--- config.mk ---
export PLATFORM = sky130hd
export DESIGN_NAME = pin_edge_irq
export DESIGN_NICKNAME = d
export VERILOG_FILES = /design/src/rtl/pei_pkg.sv /design/src/rtl/pei_ctrl.sv /design/src/rtl/pei_datapath.sv /design/src/rtl/pin_edge_irq.sv
export SDC_FILE = /design/constraint.sdc
export NUM_CORES = 1
export LEC_CHECK = 0
export BUFFER_PORTS_ARGS = -buffer_cell sky130_fd_sc_hd__buf_2
export CAP_MARGIN = 40
export CORE_ASPECT_RATIO = 0.9
export CORE_MARGIN = 4
export CORE_UTILIZATION = 55
export CTS_CLUSTER_SIZE = 16
export DETAILED_ROUTE_END_ITERATION = 10
export PLACE_DENSITY = 0.78
export SYNTH_ARGS = -nofsm -noshare
export SYNTH_HDL_FRONTEND = slang
export SYNTH_SLANG_ARGS = --single-unit
export TNS_END_PERCENT = 100
--- constraint.sdc ---
create_clock -name clk -period 1.35 [get_ports clk]
set_clock_uncertainty 0.15 [all_clocks]
set_input_delay 0.135 -clock clk [delete_from_list [all_inputs] [get_ports clk]]
set_output_delay 0.135 -clock clk [all_outputs]
set_load 0.005 [all_outputs]
--- src/rtl/pei_pkg.sv ---
package pei_pkg;
  // register offsets; the order is the block's software contract
  localparam int unsigned OFS_PORT = 0;
  localparam int unsigned OFS_RISE = 1;
  localparam int unsigned OFS_FALL = 2;
  localparam int unsigned OFS_FLAG = 3;
  localparam int unsigned OFS_GIE  = 4;

  typedef struct packed {
    logic wrRise;
    logic wrFall;
    logic wrFlag;
    logic wrGie;
  } peiStrobe_t;
endpackage

--- src/rtl/pei_ctrl.sv ---
module pei_ctrl import pei_pkg::*; #(
  parameter int unsigned PORT_W = 8,
  parameter int unsigned ADDR_W = 3
) (
  input  logic              regWe,
  input  logic [ADDR_W-1:0] regAddr,
  input  logic [PORT_W-1:0] portVal,
  input  logic [PORT_W-1:0] riseEn,
  input  logic [PORT_W-1:0] fallEn,
  input  logic [PORT_W-1:0] flags,
  input  logic              gie,
  output peiStrobe_t        strb,
  output logic [PORT_W-1:0] rdata
);
  always_comb begin
    strb        = '0;
    strb.wrRise = regWe && (regAddr == ADDR_W'(OFS_RISE));
    strb.wrFall = regWe && (regAddr == ADDR_W'(OFS_FALL));
    strb.wrFlag = regWe && (regAddr == ADDR_W'(OFS_FLAG));
    strb.wrGie  = regWe && (regAddr == ADDR_W'(OFS_GIE));
  end

  // side-effect-free read mux
  always_comb begin
    case (regAddr)
      ADDR_W'(OFS_PORT): rdata = portVal;
      ADDR_W'(OFS_RISE): rdata = riseEn;
      ADDR_W'(OFS_FALL): rdata = fallEn;
      ADDR_W'(OFS_FLAG): rdata = flags;
      ADDR_W'(OFS_GIE):  rdata = PORT_W'(gie);
      default:           rdata = '0;
    endcase
  end
endmodule

--- src/rtl/pei_datapath.sv ---
module pei_datapath import pei_pkg::*; #(
  parameter int unsigned PORT_W      = 8,
  parameter int unsigned SYNC_STAGES = 2
) (
  input  logic              clk,
  input  logic              rstN,
  input  logic [PORT_W-1:0] pinIn,
  input  peiStrobe_t        strb,
  input  logic [PORT_W-1:0] wdata,
  output logic [PORT_W-1:0] portVal,
  output logic [PORT_W-1:0] riseEn,
  output logic [PORT_W-1:0] fallEn,
  output logic [PORT_W-1:0] flags,
  output logic              gie,
  output logic              irq
);
  localparam int unsigned LAST = SYNC_STAGES - 1;

  logic [PORT_W-1:0] syncQ [SYNC_STAGES];
  logic [PORT_W-1:0] prevQ;
  logic [PORT_W-1:0] riseSeen, fallSeen, setMask;

  // synchronizer chain; reset seeds every stage with the live pins
  always_ff @(posedge clk) begin
    if (!rstN) begin
      for (int i = 0; i < SYNC_STAGES; i++) syncQ[i] <= pinIn;
      prevQ <= pinIn;
    end else begin
      syncQ[0] <= pinIn;
      for (int i = 1; i < SYNC_STAGES; i++) syncQ[i] <= syncQ[i-1];
      prevQ <= syncQ[LAST];
    end
  end

  assign portVal  = syncQ[LAST];
  assign riseSeen = syncQ[LAST] & ~prevQ;
  assign fallSeen = ~syncQ[LAST] & prevQ;
  assign setMask  = (riseSeen & riseEn) | (fallSeen & fallEn);

  always_ff @(posedge clk) begin
    if (!rstN) begin
      riseEn <= '0;
      fallEn <= '0;
      gie    <= 1'b0;
    end else begin
      if (strb.wrRise) riseEn <= wdata;
      if (strb.wrFall) fallEn <= wdata;
      if (strb.wrGie)  gie    <= wdata[0];
    end
  end

  // per-pin sticky flags: set has priority over the masked clear
  genvar g;
  generate
    for (g = 0; g < PORT_W; g++) begin : gFlag
      always_ff @(posedge clk) begin
        if (!rstN)           flags[g] <= 1'b0;
        else if (setMask[g]) flags[g] <= 1'b1;
        else if (strb.wrFlag) flags[g] <= flags[g] & wdata[g];
      end
    end
  endgenerate

  always_ff @(posedge clk) begin
    if (!rstN) irq <= 1'b0;
    else       irq <= gie & (|flags);
  end

  // flags only drop on a clear strobe
  p_flag_sticky_r6: assert property (@(posedge clk) disable iff (!rstN)
    !strb.wrFlag |=> ((flags & $past(flags)) == $past(flags)));

  // a newly set bit needs an enabled edge in the cycle before
  p_set_gated_r5: assert property (@(posedge clk) disable iff (!rstN)
    1'b1 |=> ((flags & ~$past(flags) &
               ~$past((riseEn & syncQ[LAST] & ~prevQ) | (fallEn & ~syncQ[LAST] & prevQ))) == '0));

  // clear with no competing edge gives the masked value
  p_clear_mask_r7: assert property (@(posedge clk) disable iff (!rstN)
    (strb.wrFlag && (syncQ[LAST] == prevQ)) |=> (flags == ($past(flags) & $past(wdata))));

  // irq follows the gated OR one cycle later
  p_irq_follow_r10: assert property (@(posedge clk) disable iff (!rstN)
    1'b1 |=> (irq == $past(gie && (flags != '0))));
endmodule

--- src/rtl/pin_edge_irq.sv ---
module pin_edge_irq import pei_pkg::*; #(
  parameter int unsigned PORT_W      = 8,
  parameter int unsigned ADDR_W      = 3,
  parameter int unsigned SYNC_STAGES = 2
) (
  input  logic              clk,
  input  logic              rstN,
  input  logic [PORT_W-1:0] pinIn,
  input  logic [ADDR_W-1:0] regAddr,
  input  logic              regWe,
  input  logic [PORT_W-1:0] regWdata,
  output logic [PORT_W-1:0] regRdata,
  output logic              irq
);
  peiStrobe_t        strb;
  logic [PORT_W-1:0] portVal, riseEn, fallEn, flags;
  logic              gie;

  pei_ctrl #(.PORT_W(PORT_W), .ADDR_W(ADDR_W)) u_ctrl (
    .regWe(regWe), .regAddr(regAddr), .portVal(portVal), .riseEn(riseEn),
    .fallEn(fallEn), .flags(flags), .gie(gie), .strb(strb), .rdata(regRdata)
  );

  pei_datapath #(.PORT_W(PORT_W), .SYNC_STAGES(SYNC_STAGES)) u_dp (
    .clk(clk), .rstN(rstN), .pinIn(pinIn), .strb(strb), .wdata(regWdata),
    .portVal(portVal), .riseEn(riseEn), .fallEn(fallEn), .flags(flags),
    .gie(gie), .irq(irq)
  );
endmodule

# ---- Word-level counts from Yosys, hierarchy flattened
# Memory sizes are Yosys's and may differ from the RTL's.
# Cells that the tools add are included.
dict set report word_totals {
  regBits 34
  mem_bits_rw 16
  in_bits 22
  out_inout_bits 9
  elab_cells 72
  mem_count 1
}
dict set report op_classes {
  eq_ne 4
  mux 22
  bitwise_logic 18
  n_reduce_logical 14
}
# memory depth word_bits rd rd_clocked_by_memory_dff wr line
set mem_list {}
lappend mem_list {u_dp.syncQ 2 8 2 0 2 pei_datapath.sv:19} ;# logic [PORT_W-1:0] syncQ [SYNC_STAGES];
# cell n
set ops {}
lappend ops {{8-bit case mux with 5 select lines} 1}
lappend ops {{8-bit AND} 4}
lappend ops {{8-bit 2-to-1 mux} 3}
lappend ops {{1-bit 2-to-1 mux} 18}
lappend ops {{8-bit NOT} 2}
lappend ops {{2-bit nonzero test} 8}
lappend ops {{1-bit AND} 9}
lappend ops {{8-bit bitwise OR} 1}
lappend ops {{8-bit OR reduction} 1}
lappend ops {{3-bit by 2-bit == test with 1-bit output, second input constant} 2}
lappend ops {{1-bit logical AND} 4}
lappend ops {{3-bit by 1-bit == test with 1-bit output, second input constant} 1}
lappend ops {{3-bit == test, second input constant} 1}
lappend ops {{3-bit logical NOT} 1}
lappend ops {{1-bit bitwise OR} 2}

# ---- Longest topological paths before layout
dict set report logic_depth {
  word_depth 5
  ltp_mapped 5
  ltp_nobuf 3
}

# ---- By module
# Synthesis repeated with hierarchy kept, for this count alone.
dict set report hier_totals {
  cells_unflattened 205
  hier_area_um2 2090.8
}
# mod n_inst cells_per_inst area_each_um2 seq_area_each_um2
set modules_own_cells {}
lappend modules_own_cells {pei_datapath 1 177 1756.7 1001.0}
lappend modules_own_cells {pei_ctrl 1 28 334.1 0.0}

# ---- Least setup slack after synthesis
# No wires, ideal clock.
dict set report synth_timing {
  path_kind {register to output}
  startpoint {register u_dp.fallEn[1]}
  endpoint {output regRdata[1]}
  arrival_ns 0.908
  required_ns 1.065
  path_slack_ns 0.157
  stages_incl_launch_ff 3
  n_path_buf 0
  cell_sequence {dfxtp_1 -> mux4_1 -> nor2b_1}
}
dict set report synth_via {
  elab_chain_len 1
}
# item line
set synth_rtl {}
lappend synth_rtl {{start, declared} pei_datapath.sv:12} ;# output logic [PORT_W-1:0] fallEn,
lappend synth_rtl {{start signal, assigned} pei_datapath.sv:47} ;# if (strb.wrFall) fallEn <= wdata;
lappend synth_rtl {{8-bit case mux with 5 select lines} pei_ctrl.sv:25} ;# case (regAddr)
lappend synth_rtl {{end, declared} pin_edge_irq.sv:12} ;# output logic [PORT_W-1:0] regRdata,
# No other way between the ends.

# ---- Worst setup path after layout
dict set report layout_timing {
  startpoint {register u_dp.riseEn[7]}
  endpoint {output regRdata[7]}
}
dict set report layout_via {
  elab_chain_len 1
}
# item line
set layout_rtl {}
lappend layout_rtl {{start, declared} pei_datapath.sv:11} ;# output logic [PORT_W-1:0] riseEn,
lappend layout_rtl {{start signal, assigned} pei_datapath.sv:46} ;# if (strb.wrRise) riseEn <= wdata;
lappend layout_rtl {{8-bit case mux with 5 select lines} pei_ctrl.sv:25}
# No other way between the ends.

==> flow_summary.toml <==
[timing]
max-slew-margin-rel_pct = 77.7
setup_violations = 8
hold_viol = 0
worst_slew_pin_slew_ns = 0.331
hold_slack_ns = 0.133
rsz0062_at_grt = "yes"
slew_violations = 0
finalCritPeriodShare_pct = 122
post-route-min-period_ns = 1.64
setup_slack_ns = -0.295
max_freq_mhz = 608

[place]
dpl_cell_area_sq_um = 2380
dp_slack_ns = -0.192
hpwl_mm = 3.11
dp_cells = 284
gp_congestion = 0.788
port_buffers = 30

[layout]
finalNetCount = 297
fillCellCount = 208
area_delta_synth_final_pct = 38.9
instances_no_fill = 319
seq_area_sq_um = 1020
drive_above_1_share_pct = 39.3
multi_input_area_sq_um = 987
diodes = 0
post-route-cell-area_sq_um = 2800

[yosys]
synth.distinct_cells = 24
synth_area_per_cell_sq_um = 10.3
ys_seq_elements = 50
syn_nets = 217
synth_seq_area_share_pct = 49.7
synth_top_cell_by_area = "dfxtp_1"
yosysTopAreaCellShare_pct = 49.7
syn_inst = 195
synthTopCellsByArea = "dfxtp_1 50%, mux2i_1 9.4%, nand2_1 7.6%, mux4_2 6.7%, nand3b_1 6.3%"
yosysWarnings = 0
syn-cell-area_sq_um = 2010

[global_route]
grt_use_total_pct = 21.8
grt_max_degree = 27
grt.met1_usage_pct = 24.0
grt_overflow_total = 0
use_met2_pct = 40.5
antenna_found_initial = 0
grt_pass1_vias = 1743
grt_use_met3_pct = 5.05
grt_pass1_wl_mm = 7.73
busiest_layer = "met2"

[critical_path]
critPathMaxFanout = 3
reg2reg_depth = 4
critPathArrivalTime_ns = 1.36
reg2reg_slack_ns = 0.08
critPathKind = "register to output port"
r2r_start = "u_dp.flags[5]"
startpoint_type = "register"
cp-end-kind = "output port"
r2r-end = "u_dp.irq"
critPathRequiredTime_ns = 1.07

[routing]
drt_pass1_iterations = 4
drtAntennaViolNets = 0
vias = 1714
drt_iter0_markers = 85
viasPerCell = 5.37
wl_per_cell_um = 15.0
totalWireLength_mm = 4.80
route.detailed.drc = 0

[min_path]
hold_class = "input port to register"
holdPathStages = 4
min-delay-start = "rstN"
whs_endpoint = "u_dp.syncQ[0][13]"

[die]
ioPinCount = 31
die_x_um = 71.8
rows = 20
die_y_um = 65.4
initial_utilization_pct = 58.3
dieArea_sq_um = 4690
coreArea_sq_um = 3450

[clock_tree]
cts_tree = "built"
clk_latency_ns = 0.30
cts_sinks = 50
cts-root-buf = "clkbuf_8"
cts_buffer_depth = 2
clk_pin_slew_ns = 0.09
cts_max_level = 2
numCtsBuffers = 5

[outcome]
violations = "negative setup slack"
status = "finished, violations left"

[pwr]
irDropWorstVdd_mv = 0.978
p_leak_nw = 1.21
fin_total_pwr_mw = 3.03
power_density_nw_per_um2 = 1080

[flow_run]
max_cap_viol_count = 0
worst max-delay path by stage:
| stage | slack, ns | cells past startpoint | start | end |
|---|---|---|---|---|
| after detailed placement | -0.19 | 4 | regAddr[1] | regRdata[1] |
| after CTS | -0.30 | 3 | u_dp.flags[7] | regRdata[7] |
| after floorplan | 0.16 | 2 | u_dp.fallEn[1] | regRdata[1] |
| final | -0.29 | 3 | u_dp.riseEn[7] | regRdata[7] |
| after global placement | -0.18 | 4 | regAddr[1] | regRdata[1] |
| after global routing | -0.34 | 3 | u_dp.riseEn[7] | regRdata[7] |
per-stage QoR:
stage | util, % | TNS (ns)
2_1_floorplan | - | 0
3_3_place_gp | 68.9 | -1.47
3_5_place_dp | 68.9 | -2.06
4_1_cts | 79.5 | -2.04
5_1_grt | 81.0 | -2.41
6_report | 81.0 | -2.02
logic make-up after synthesis:
logic type	share of synthesized area [%]
AO/OA/AOI/OAI	5.59
buffers and inverters	3.04
flip-flops	49.7
multiplexers	17.5
AND/OR/NAND/NOR	24.2
flip-flops by register name (all words and copies together) (netlist names):
name and flops:
u_dp.riseEn 8, u_dp.syncQ 16, u_dp.gie 1, u_dp.prevQ 8, u_dp.fallEn 8, u_dp.irq 1, u_dp.flags 8
layer usage:
metal / up-vias / routed length, um
li1: 843 / -
met1: 818 / 1980
met2: 44 / 2520
met3: 9 / 225
met4: 0 / 74
met5: - / 0
where the power goes:
part           internal, mW  switching, mW  leakage [nW]
clock network         0.593          0.481        0.0573
registers              1.54         0.0339         0.421
logic                 0.212          0.161         0.736
total                  2.35          0.677          1.21
final cells by class:
cell class,count,area share [%]
Timing Repair Buffer,83,22.0
Sequential cell,50,36.6
Clock buffer,6,2.95
Tap cell,44,1.97
Inverter,1,0.134
Multi-Input combinational cell,134,35.3
Clock inverter,1,1.07
cell usage in the layout (no fill, tap or decap):
| cell | Yosys | layout |
|---|---|---|
| nand2_1 | 41 | 41 |
| buf_4 | 2 | 36 |
| dfxtp_1 | 50 | 33 |
| buf_2 | 4 | 29 |
| mux2i_1 | 19 | 19 |
| nand3b_1 | 17 | 17 |
| nor2_1 | 17 | 17 |
| dfxtp_2 | 0 | 17 |
| dlygate4sd3_1 | 0 | 16 |
| o21ai_1 | 10 | 10 |
| a31oi_1 | 8 | 8 |
| mux4_2 | 6 | 7 |
| clkbuf_8 | 0 | 6 |
| nor2b_4 | 3 | 5 |
| nor2b_1 | 4 | 2 |
| nor4bb_2 | 1 | 2 |
| buf_12 | 0 | 2 |
| o21a_1 | 1 | 1 |
| inv_1 | 1 | 1 |
| and4bb_1 | 1 | 1 |
| nand4b_4 | 1 | 1 |
| nor4_1 | 2 | 1 |
| nor4_4 | 0 | 1 |
| a21oi_2 | 0 | 1 |
| bufinv_16 | 0 | 1 |
worst max-delay path: stages, from the launching register on:
cell,delay [ns]
dfxtp_2,0.34
mux4_2,0.45
nor2b_4,0.14
buf_2,0.12
synth_stat cells:
| master | instances |
|---|---|
| nor2b_1 | 4 |
| a21oi_1 | 1 |
| nand2_1 | 41 |
| nor4_1 | 2 |
| mux4_2 | 6 |
| and4bb_1 | 1 |
| buf_6 | 1 |
| nand3b_1 | 17 |
| buf_2 | 4 |
| a31oi_1 | 8 |
| nor4bb_2 | 1 |
| nor4bb_1 | 1 |
| clkbuf_1 | 1 |
| buf_1 | 2 |
| inv_1 | 1 |
| nor2b_4 | 3 |
| dfxtp_1 | 50 |
| nor2_1 | 17 |
| mux4_1 | 1 |
| o21ai_1 | 10 |
| o21a_1 | 1 |
| nand4b_4 | 1 |
| buf_4 | 2 |
| mux2i_1 | 19 |
what timing repair did:
action	in CTS	in global routing
resized for setup	18	7
setup buffers	9	3
hold buffers	16	0
cloned	0	0
pin swaps	0	2
endpoints found under the hold margin	41	0
setup endpoints to repair	8	9
(Power assumes the default switching activity.)
